<file path="config.mk">
export PLATFORM = sky130hd
export DESIGN_NAME = pwm_aq_unit
export DESIGN_NICKNAME = d
export VERILOG_FILES = /design/src/rtl/pwm_aq_pkg.sv /design/src/rtl/pwm_shadow_reg.sv /design/src/rtl/pwm_aq_channel.sv /design/src/rtl/pwm_aq_unit.sv
export SDC_FILE = /design/constraint.sdc
export NUM_CORES = 1
export LEC_CHECK = 0
export ABC_AREA = 1
export BUFFER_PORTS_ARGS = -buffer_cell sky130_fd_sc_hd__clkbuf_2
export CAP_MARGIN = 20
export CELL_PAD_IN_SITES_DETAIL_PLACEMENT = 1
export CELL_PAD_IN_SITES_GLOBAL_PLACEMENT = 2
export CORE_AREA = 2 2 122 124
export DETAILED_ROUTE_END_ITERATION = 16
export DIE_AREA = 0 0 124 126
export PLACE_DENSITY_LB_ADDON = 0.25
export SYNTH_ARGS = -nofsm -noshare
export SYNTH_HDL_FRONTEND = slang
export SYNTH_SLANG_ARGS = --single-unit
</file>
<file path="constraint.sdc">
create_clock -name clk -period 3.8 [get_ports clk]
set_input_delay 0.38 -clock clk [delete_from_list [all_inputs] [get_ports clk]]
set_output_delay 0.38 -clock clk [all_outputs]
set_load 0.01 [all_outputs]
</file>
<file path="src/rtl/pwm_aq_pkg.sv">
package pwm_aq_pkg;

  localparam int ADDR_W = 3;
  localparam int CFG_W  = 6;
  localparam int ACT_W  = 12;
  localparam int FRC_W  = 4;
  localparam int FCFG_W = 3;

  localparam logic [ADDR_W-1:0] ADR_CMPA  = 3'd0;
  localparam logic [ADDR_W-1:0] ADR_CMPB  = 3'd1;
  localparam logic [ADDR_W-1:0] ADR_CFG   = 3'd2;
  localparam logic [ADDR_W-1:0] ADR_ACTA  = 3'd3;
  localparam logic [ADDR_W-1:0] ADR_ACTB  = 3'd4;
  localparam logic [ADDR_W-1:0] ADR_FORCE = 3'd5;

  typedef enum logic [1:0] {
    ACT_NONE = 2'b00,
    ACT_LOW  = 2'b01,
    ACT_HIGH = 2'b10,
    ACT_TGL  = 2'b11
  } act_e;

  typedef enum logic [1:0] {
    LD_ZERO   = 2'b00,
    LD_PRD    = 2'b01,
    LD_BOTH   = 2'b10,
    LD_FREEZE = 2'b11
  } ld_e;

  typedef struct packed {
    logic [1:0] cb_dn;
    logic [1:0] cb_up;
    logic [1:0] ca_dn;
    logic [1:0] ca_up;
    logic [1:0] prd;
    logic [1:0] zro;
  } act_word_t;

  function automatic logic load_hit(logic [1:0] sel, logic z, logic p);
    logic hit;
    case (ld_e'(sel))
      LD_ZERO: hit = z;
      LD_PRD:  hit = p;
      LD_BOTH: hit = z | p;
      default: hit = 1'b0;
    endcase
    return hit;
  endfunction

  function automatic logic act_apply(logic cur, logic [1:0] code);
    logic nxt;
    case (act_e'(code))
      ACT_LOW:  nxt = 1'b0;
      ACT_HIGH: nxt = 1'b1;
      ACT_TGL:  nxt = ~cur;
      default:  nxt = cur;
    endcase
    return nxt;
  endfunction

endpackage

</file>
<file path="src/rtl/pwm_shadow_reg.sv">
module pwm_shadow_reg
  import pwm_aq_pkg::*;
#(
  parameter int W = 16
) (
  input  logic         clk,
  input  logic         rst_n,
  input  logic         tick,
  input  logic         at_zero,
  input  logic         at_period,
  input  logic         imm,
  input  logic [1:0]   load_sel,
  input  logic         wr,
  input  logic [W-1:0] din,
  output logic [W-1:0] act_q
);

  logic [W-1:0] sh_q, sh_d, act_d;
  logic         load_en;

  assign load_en = tick & load_hit(load_sel, at_zero, at_period);

  always_comb begin
    sh_d  = sh_q;
    act_d = act_q;
    if (imm) begin
      if (wr) act_d = din;
    end else begin
      if (wr)      sh_d  = din;
      if (load_en) act_d = sh_q;
    end
  end

  always_ff @(posedge clk or negedge rst_n) begin
    if (!rst_n) begin
      sh_q  <= '0;
      act_q <= '0;
    end else begin
      sh_q  <= sh_d;
      act_q <= act_d;
    end
  end

endmodule

</file>
<file path="src/rtl/pwm_aq_channel.sv">
module pwm_aq_channel
  import pwm_aq_pkg::*;
(
  input  logic      clk,
  input  logic      rst_n,
  input  logic      tick,
  input  logic      cnt_up,
  input  logic      match_a,
  input  logic      match_b,
  input  logic      at_zero,
  input  logic      at_period,
  input  act_word_t acts,
  input  logic [1:0] force_sel,
  output logic      out_q
);

  logic       out_d;
  logic [1:0] code;

  always_comb begin
    code = ACT_NONE;
    if (match_b) code = cnt_up ? acts.cb_up : acts.cb_dn;
    if (code == ACT_NONE && match_a) code = cnt_up ? acts.ca_up : acts.ca_dn;
    if (code == ACT_NONE && at_zero) code = acts.zro;
    if (code == ACT_NONE && at_period) code = acts.prd;
  end

  always_comb begin
    out_d = out_q;
    if (tick) begin
      if (force_sel == ACT_LOW)       out_d = 1'b0;
      else if (force_sel == ACT_HIGH) out_d = 1'b1;
      else                            out_d = act_apply(out_q, code);
    end
  end

  always_ff @(posedge clk or negedge rst_n) begin
    if (!rst_n) out_q <= 1'b0;
    else        out_q <= out_d;
  end

endmodule

</file>
<file path="src/rtl/pwm_aq_unit.sv">
module pwm_aq_unit
  import pwm_aq_pkg::*;
#(
  parameter int W = 16
) (
  input  logic              clk,
  input  logic              rst_n,
  input  logic              tick,
  input  logic [W-1:0]      cnt,
  input  logic              cnt_up,
  input  logic              at_zero,
  input  logic              at_period,
  input  logic              wr_en,
  input  logic [ADDR_W-1:0] wr_addr,
  input  logic [W-1:0]      wr_data,
  output logic              out_a,
  output logic              out_b
);

  localparam int NCMP = 2;
  localparam int NCH  = 2;

  logic [CFG_W-1:0]  cfg_q, cfg_d;
  logic [ACT_W-1:0]  acta_q, acta_d, actb_q, actb_d;
  logic [FCFG_W-1:0] fcfg_q, fcfg_d;

  logic              wr_cfg, wr_acta, wr_actb, wr_frc;
  logic [NCMP-1:0]   wr_cmp;
  logic [W-1:0]      cmp_act [NCMP];
  logic [NCMP-1:0]   match;
  logic [FRC_W-1:0]  frc_act;
  logic              frc_imm;
  logic [NCH-1:0]    outs;
  logic [W-1:0]      cmpa_act, cmpb_act;

  assign wr_cmp[0] = wr_en && (wr_addr == ADR_CMPA);
  assign wr_cmp[1] = wr_en && (wr_addr == ADR_CMPB);
  assign wr_cfg    = wr_en && (wr_addr == ADR_CFG);
  assign wr_acta   = wr_en && (wr_addr == ADR_ACTA);
  assign wr_actb   = wr_en && (wr_addr == ADR_ACTB);
  assign wr_frc    = wr_en && (wr_addr == ADR_FORCE);

  always_comb begin
    cfg_d  = cfg_q;
    acta_d = acta_q;
    actb_d = actb_q;
    fcfg_d = fcfg_q;
    if (wr_cfg)  cfg_d  = wr_data[CFG_W-1:0];
    if (wr_acta) acta_d = wr_data[ACT_W-1:0];
    if (wr_actb) actb_d = wr_data[ACT_W-1:0];
    if (wr_frc)  fcfg_d = wr_data[FRC_W+FCFG_W-1:FRC_W];
  end

  always_ff @(posedge clk or negedge rst_n) begin
    if (!rst_n) begin
      cfg_q  <= '0;
      acta_q <= '0;
      actb_q <= '0;
      fcfg_q <= '0;
    end else begin
      cfg_q  <= cfg_d;
      acta_q <= acta_d;
      actb_q <= actb_d;
      fcfg_q <= fcfg_d;
    end
  end

  for (genvar i = 0; i < NCMP; i++) begin : g_cmp
    pwm_shadow_reg #(.W(W)) u_cmp (
      .clk       (clk),
      .rst_n     (rst_n),
      .tick      (tick),
      .at_zero   (at_zero),
      .at_period (at_period),
      .imm       (cfg_q[i]),
      .load_sel  (cfg_q[NCMP + 2*i +: 2]),
      .wr        (wr_cmp[i]),
      .din       (wr_data),
      .act_q     (cmp_act[i])
    );
    assign match[i] = (cnt == cmp_act[i]);
  end

  assign cmpa_act = cmp_act[0];
  assign cmpb_act = cmp_act[1];

  // a force write picks its own mode; otherwise the stored mode applies
  assign frc_imm = wr_frc ? wr_data[FRC_W] : fcfg_q[0];

  pwm_shadow_reg #(.W(FRC_W)) u_frc (
    .clk       (clk),
    .rst_n     (rst_n),
    .tick      (tick),
    .at_zero   (at_zero),
    .at_period (at_period),
    .imm       (frc_imm),
    .load_sel  (fcfg_q[2:1]),
    .wr        (wr_frc),
    .din       (wr_data[FRC_W-1:0]),
    .act_q     (frc_act)
  );

  for (genvar c = 0; c < NCH; c++) begin : g_ch
    pwm_aq_channel u_ch (
      .clk       (clk),
      .rst_n     (rst_n),
      .tick      (tick),
      .cnt_up    (cnt_up),
      .match_a   (match[0]),
      .match_b   (match[1]),
      .at_zero   (at_zero),
      .at_period (at_period),
      .acts      (act_word_t'((c == 0) ? acta_q : actb_q)),
      .force_sel (frc_act[2*c +: 2]),
      .out_q     (outs[c])
    );
  end

  assign out_a = outs[0];
  assign out_b = outs[1];

endmodule

</file>
==> results of run 1 <==
## cell type report
type	instances	area, um2
Fill cell	1792	8204
Clock buffer	10	239.0
Multi-Input combinational cell	470	2220
Tap cell	184	230.2
Clock inverter	6	111.4
Timing Repair Buffer	49	297.8
Inverter	89	334.1
Sequential cell	107	2678
## final timing paths
check	start	endpoint	slack [ps]	cells past startpoint
min in group asynchronous	rst_n	g_cmp[1].u_cmp.sh_q[15]	400	2
worst min-delay path	wr_data[14]	g_cmp[1].u_cmp.act_q[14]	280	3
worst max-delay path	cfg_q[1]	g_cmp[1].u_cmp.sh_q[2]	1690	4
worst max register to register	cfg_q[1]	g_cmp[1].u_cmp.sh_q[2]	1690	4
max in group asynchronous	rst_n	acta_q[8]	2630	3
worst min register to register	actb_q[7]	actb_q[7]	490	2
## logic make-up after synthesis
family,after synthesis
AO/OA/AOI/OAI,149
XOR/XNOR,6
adder cells (fa/ha/maj),4
buffers and inverters,114
flip-flops,107
multiplexers,4
AND/OR/NAND/NOR,307
## metal layers
layer | part of all wire (%) | routed length [um]
met3 | 2.5 | 348
met5 | 0 | 0
met1 | 49 | 6841
met2 | 47 | 6454
met4 | 1.3 | 177
## report_power, final
part	internal [W]	switching, W	leakage, nW
clock	0.000664	0.000432	0.169
combinational	0.000350	0.000571	1.62
sequential	0.00147	0.000200	1.34
## flip-flops by register name (all words and copies together), names as in the netlist
register / count
g_cmp.u_cmp.act_q: 32
g_cmp.u_cmp.sh_q: 32
acta_q: 12
actb_q: 12
cfg_q: 6
u_frc.act_q: 4
u_frc.sh_q: 4
fcfg_q: 3
g_ch.u_ch.out_q: 2
## critical path, cell delays in order (launching register included)
cell	delay, ps
dfrtp_1	410
buf_4	320
inv_1	220
nand2_1	780
o21ai_0	190
## placed cells by master, fill, tap and decap left out, types with 2 or more instances in the layout
master / netlist / final
a21oi_1: 4 / 4
a31oi_1: 6 / 6
nand3b_1: 2 / 2
nor2_1: 37 / 37
nand3_1: 16 / 16
inv_1: 82 / 82
nand3_2: 4 / 4
o22ai_1: 3 / 3
a21oi_2: 5 / 5
clkbuf_2: 0 / 42
o21ai_0: 100 / 100
nor2_4: 2 / 2
inv_2: 6 / 6
bufinv_16: 0 / 3
buf_4: 0 / 4
ha_1: 4 / 4
clkbuf_16: 0 / 9
xor2_1: 6 / 6
o211ai_1: 30 / 30
mux2i_1: 4 / 4
dfrtp_1: 107 / 107
nand2_1: 245 / 245
## through the flow
step,utilization (%),setup slack (ps),std cells
detailed placement,39.97,1355,897
CTS,42.49,1344,914
finish,42.68,1688,915
global route,42.68,1407,915
global placement,39.97,1490,897
floorplan,-,2145,691
==> summary.txt, run 1 <==
Status - finished clean
Final HPWL DP - 10010 um
Hold_buf cts - 1
Antenna violations before repair - 0
Fmax - 473.4 MHz
Mapped cell area - 0.005326 mm2
Post-synthesis sequential area ratio - 50.27%
Worst slew margin - 32.97%
Via count - 4495
Crit path launch type - flop
Post-synth top area cell - dfrtp_1
Routability cong. - 0.7671
Max H-tree Level - 3
MaxCap Viol Count - 0
Final number of hold-violating endpoints - 0
Synth-to-Final Area Change - 14.71%
Worst path required time - 3990 ps
Post-CTS sizing - 0
Adder-cell share of the synthesized area - 0.9396%
Syn. warnings - 0
Post-synth cell types - 24
Count leader, synth - nand2_1
Core ar. - 0.01431 mm2
Synth cell count leaders - nand2_1 (245), dfrtp_1 (107), o21ai_0 (100)
Total Power - 0.003690 W
Synth top area cells - dfrtp_1 (50%), nand2_1 (17%), o21ai_0 (9.4%)
Worst-Skew Late Latency - 350 ps
Register bit total from synthesis - 107
CP Capture Type - flop
Simple-gate share of the synthesized area - 22.93%
Total GRT Usage - 19.42%
Design Area, Final - 0.006110 mm2
IO Count - 44
Final period utilization - 55.59%
Unrepaired setup endpoints after global routing - false
Peak supply drop - 238.0 uV
Antenna-violating nets left - 0
Synth Instances - 691
CTS Buf Count - 9
Ys flop type - dfrtp_1
DRT Wirelength - 13820 um
CTS clk-pin slew, worst paths - 70 ps
Die Y - 126 um
Vias in the first global route - 4750
Sink Count - 107
Input/output buffers - 43
Power per cell area - 603.9 mW/mm2
DR DRC count - 0
GR Util met2 - 31.32%
Starting DRT DRC Count - 210
Slew Limit Fails - 0
Nets - 772
Iteration count of the initial detailed-routing pass - 4
Number of enable flip-flop cells after synthesis - 0
GR Util met3 - 2.989%
Hold Path Class - input port to flop
Post-synthesis mux area share - 0.7517%
Row count - 44
CTS tree - yes
Largest family of logic cells by synthesized area - simple AND/OR/NAND/NOR gates
Asr flop ratio synth - 100.0%
Leakage - 3.128 nW
Antenna cell count - 0
Final Skew - 3.511 ps
CP Class - flop to flop
Syn_nets - 737
Min Hold Slack - 277.6 ps
Count of final setup violators - 0
Vias per cell - 4.913
Grt met1 use - 27.02%
Top Usage Layer GRT - met2
Initial Util - 37.21%
Syn Area/Cell - 7.708 um2
Placed Area - 0.005722 mm2
Synth Area in XOR/XNOR - 0.9866%
Minimum clock period - 2112 ps
Die X - 124 um
Clock Tree Buf Depth - 2
CTS root buffer - clkbuf_16
Layout cells sized above 1 - 11.08%
Compound-Gate Fraction of Synth Area - 16.07%
Arrival @ worst endpoint - 2300 ps
Post-synth top area share - 50.27%
First-pass GRT wire length - 23540 um
WL/cell - 15.10 um
Post-Route Setup TNS - 0 ps
Die area - 0.01562 mm2
Crit path max fanout - 32
GR Overflow Total - 0
Worst Max-Slew Pin Slew - 1003 ps
Largest net degree at the start of global routing - 97
Setup bufs post-CTS - 0
Note: power is estimated with default switching activity, not from simulation.
==> run 2: changes to the inputs <==
--- a/config.mk
+++ b/config.mk
@@ -10,9 +10,9 @@
 export CAP_MARGIN = 20
 export CELL_PAD_IN_SITES_DETAIL_PLACEMENT = 1
 export CELL_PAD_IN_SITES_GLOBAL_PLACEMENT = 2
-export CORE_AREA = 2 2 122 124
+export CORE_AREA = 2 2 133 135
 export DETAILED_ROUTE_END_ITERATION = 16
-export DIE_AREA = 0 0 124 126
+export DIE_AREA = 0 0 135 137
 export PLACE_DENSITY_LB_ADDON = 0.25
 export SYNTH_ARGS = -nofsm -noshare
 export SYNTH_HDL_FRONTEND = slang
==> constraint.sdc (replaced) <==
create_clock -name clk -period 1.7 [get_ports clk]
set_input_delay 0.17 -clock clk [delete_from_list [all_inputs] [get_ports clk]]
set_output_delay 0.17 -clock clk [all_outputs]
set_load 0.01 [all_outputs]
==> run 2 against run 1 <==
The flow now finishes with violations (negative setup slack). Final area grew 6.9%. Maximum frequency grew 4.5%. Core utilization shrank 4.4 points. Sequential power grew 120%. Final cell count grew 8.1%. Hold slack lost 210 ps. Highest routed layer unchanged.
==> summary.txt, run 2 (same netlist as run 1, synthesis figures left out) <==
PnR worst setup slack - -320.5 ps
Fillers - 2104
IO Count - 44
Leakage - 3.294 nW
Final HPWL DP - 10900 um
Unrepaired setup endpoints after global routing - true
Routability cong. - 0.7691
CP max stage delay - 420 ps
Placed Area - 0.006073 mm2
Nets - 807
CP Capture Type - flop
Worst path required time - 1950 ps
Die area - 0.01850 mm2
Final Skew - 9.610 ps
Vias in the first global route - 4863
Iteration count of the initial detailed-routing pass - 4
Die X - 135 um
Count of final setup violators - 2
Hold Path Class - input port to flop
CTS root buffer - clkbuf_16
First-pass GRT wire length - 25020 um
CP Class - flop to flop
CTS Buf Count - 9
Crit-path cells - xor2_1 > nor2_1 > nand2_1 > nor2_4 > nand3_4 > nand2_1 > nand3_2 > nand3b_1 > nand2_1 > nor2_2 > nor2_1 > nand3_1 > nand2_1
Initial Util - 31.23%
R2R Setup Slk - -320 ps
Critical path buffer and inverter count - 0
Violated checks - negative setup slack
Row count - 48
DR DRC count - 0
Final period utilization - 118.9%
Core ar. - 0.01706 mm2
Dpl ws - -371.8 ps
Crit path launch type - flop
Starting DRT DRC Count - 294
Layout cells sized above 1 - 18.32%
Top flop regs - g_cmp.u_cmp.act_q (32), g_cmp.u_cmp.sh_q (32)
CTS clk-pin slew, worst paths - 70 ps
Worst Max-Slew Pin Slew - 482.5 ps
Total GRT Usage - 17.50%
CP dominant cell by count - nand2_1
Sink Count - 107
Via count - 4682
GR Util met3 - 2.333%
Peak supply drop - 533.1 uV
Final number of hold-violating endpoints - 0
Max H-tree Level - 3
Fmax - 494.9 MHz
Synth-to-Final Area Change - 22.62%
Total Power - 0.008478 W
Vias per cell - 4.734
Top Usage Layer GRT - met2
GR Overflow Total - 0
CP max stage cell - dfrtp_1
GR Util met2 - 29.30%
Grt met1 use - 23.46%
Worst slew margin - 67.80%
WL/cell - 15.34 um
Worst-Skew Late Latency - 350 ps
Antenna violations before repair - 0
CP top delay family - simple AND/OR/NAND/NOR gates
Crit path max fanout - 4
Slew Limit Fails - 0
MaxCap Viol Count - 0
Status - finished with violations
Die Y - 137 um
Input/output buffers - 43
CTS tree - yes
Minimum clock period - 2021 ps
Design Area, Final - 0.006531 mm2
Antenna cell count - 0
DRT Wirelength - 15180 um
Arrival @ worst endpoint - 2270 ps
Clock Tree Buf Depth - 2
Commonest non-fill, non-tap cells in the layout - nand2_1 (236), dfrtp_1 (107), o21ai_0 (98)
Largest net degree at the start of global routing - 37
Commonest non-fill, non-tap cell in the layout - nand2_1
Antenna-violating nets left - 0
Min Hold Slack - 70.78 ps
Power per cell area - 1298 mW/mm2
[run 2: changes by cell type in the layout (fill, tap and decap cells not counted), moves of 4 or more]
cell	before	now
buf_4	4	37
nand2_1	245	236
nand2_2	0	8
nand3_1	16	9
nand3_4	0	4
nor2_1	37	27
nor2_2	0	5
nor2_4	2	7
[run 2: metal layers]
layer | vias to the layer above | routed length (um) | share of wire, %
li1 | 2335 | - | -
met1 | 2277 | 7447 | 49
met2 | 55 | 7130 | 47
met3 | 15 | 316 | 2.1
met4 | 0 | 282 | 1.9
met5 | - | 0 | 0
[run 2: area by class of cell]
type | instances | area (um2) | share of cell area [%]
well taps | 225 | 281.5 | 4.310
multi-input cells | 470 | 2385 | 36.51
clock buffers | 12 | 236.5 | 3.621
repair buffers | 84 | 578.1 | 8.851
clock inverters | 2 | 38.79 | 0.5939
inverters | 89 | 334.1 | 5.115
flip-flops and latches | 107 | 2678 | 41.00
[run 2: through the flow]
step / cells / setup TNS, ps / utilization [%]
finish: 989 / -601.2 / 38.29
global route: 989 / -910.6 / 38.29
CTS: 988 / -548.2 / 37.38
detailed placement: 973 / -734.4 / 35.61
global placement: 973 / -458.2 / 35.61
floorplan: 691 / 0 / -
[run 2: worst register-to-register path: cells and delay by family (launching register included)]
kind | cells | cell delay, ps
DFF | 1 | 420
xor gates and xnor gates | 1 | 160
and+or+nand+nor | 12 | 1330
[run 2: path summary, 6_finish.rpt]
kind,startpoint,end,depth (start not counted)
min reg2reg,actb_q[2],actb_q[2],2
max in group asynchronous,rst_n,g_cmp[0].u_cmp.act_q[5],3
min,wr_data[11],g_cmp[1].u_cmp.act_q[11],3
max,g_cmp[1].u_cmp.act_q[1],g_ch[1].u_ch.out_q,13
min in group asynchronous,rst_n,g_cmp[0].u_cmp.sh_q[15],2
max reg2reg,g_cmp[1].u_cmp.act_q[1],g_ch[1].u_ch.out_q,13
[run 2: what timing repair did]
action / CTS / global route
endpoints found under the hold margin: 23 / 0
gates resized for setup: 7 / 37
buffers inserted: 0 / 1
pin swaps: 2 / 30
setup endpoints to repair: 2 / 2
hold buffers: 1 / 0
[run 2: where the power goes]
| group | internal (W) | switching (W) | leakage (nW) |
|---|---|---|---|
| Combinational | 0.00117 | 0.00150 | 1.82 |
| Clock | 0.00113 | 0.000939 | 0.133 |
| Sequential | 0.00329 | 0.000438 | 1.34 |
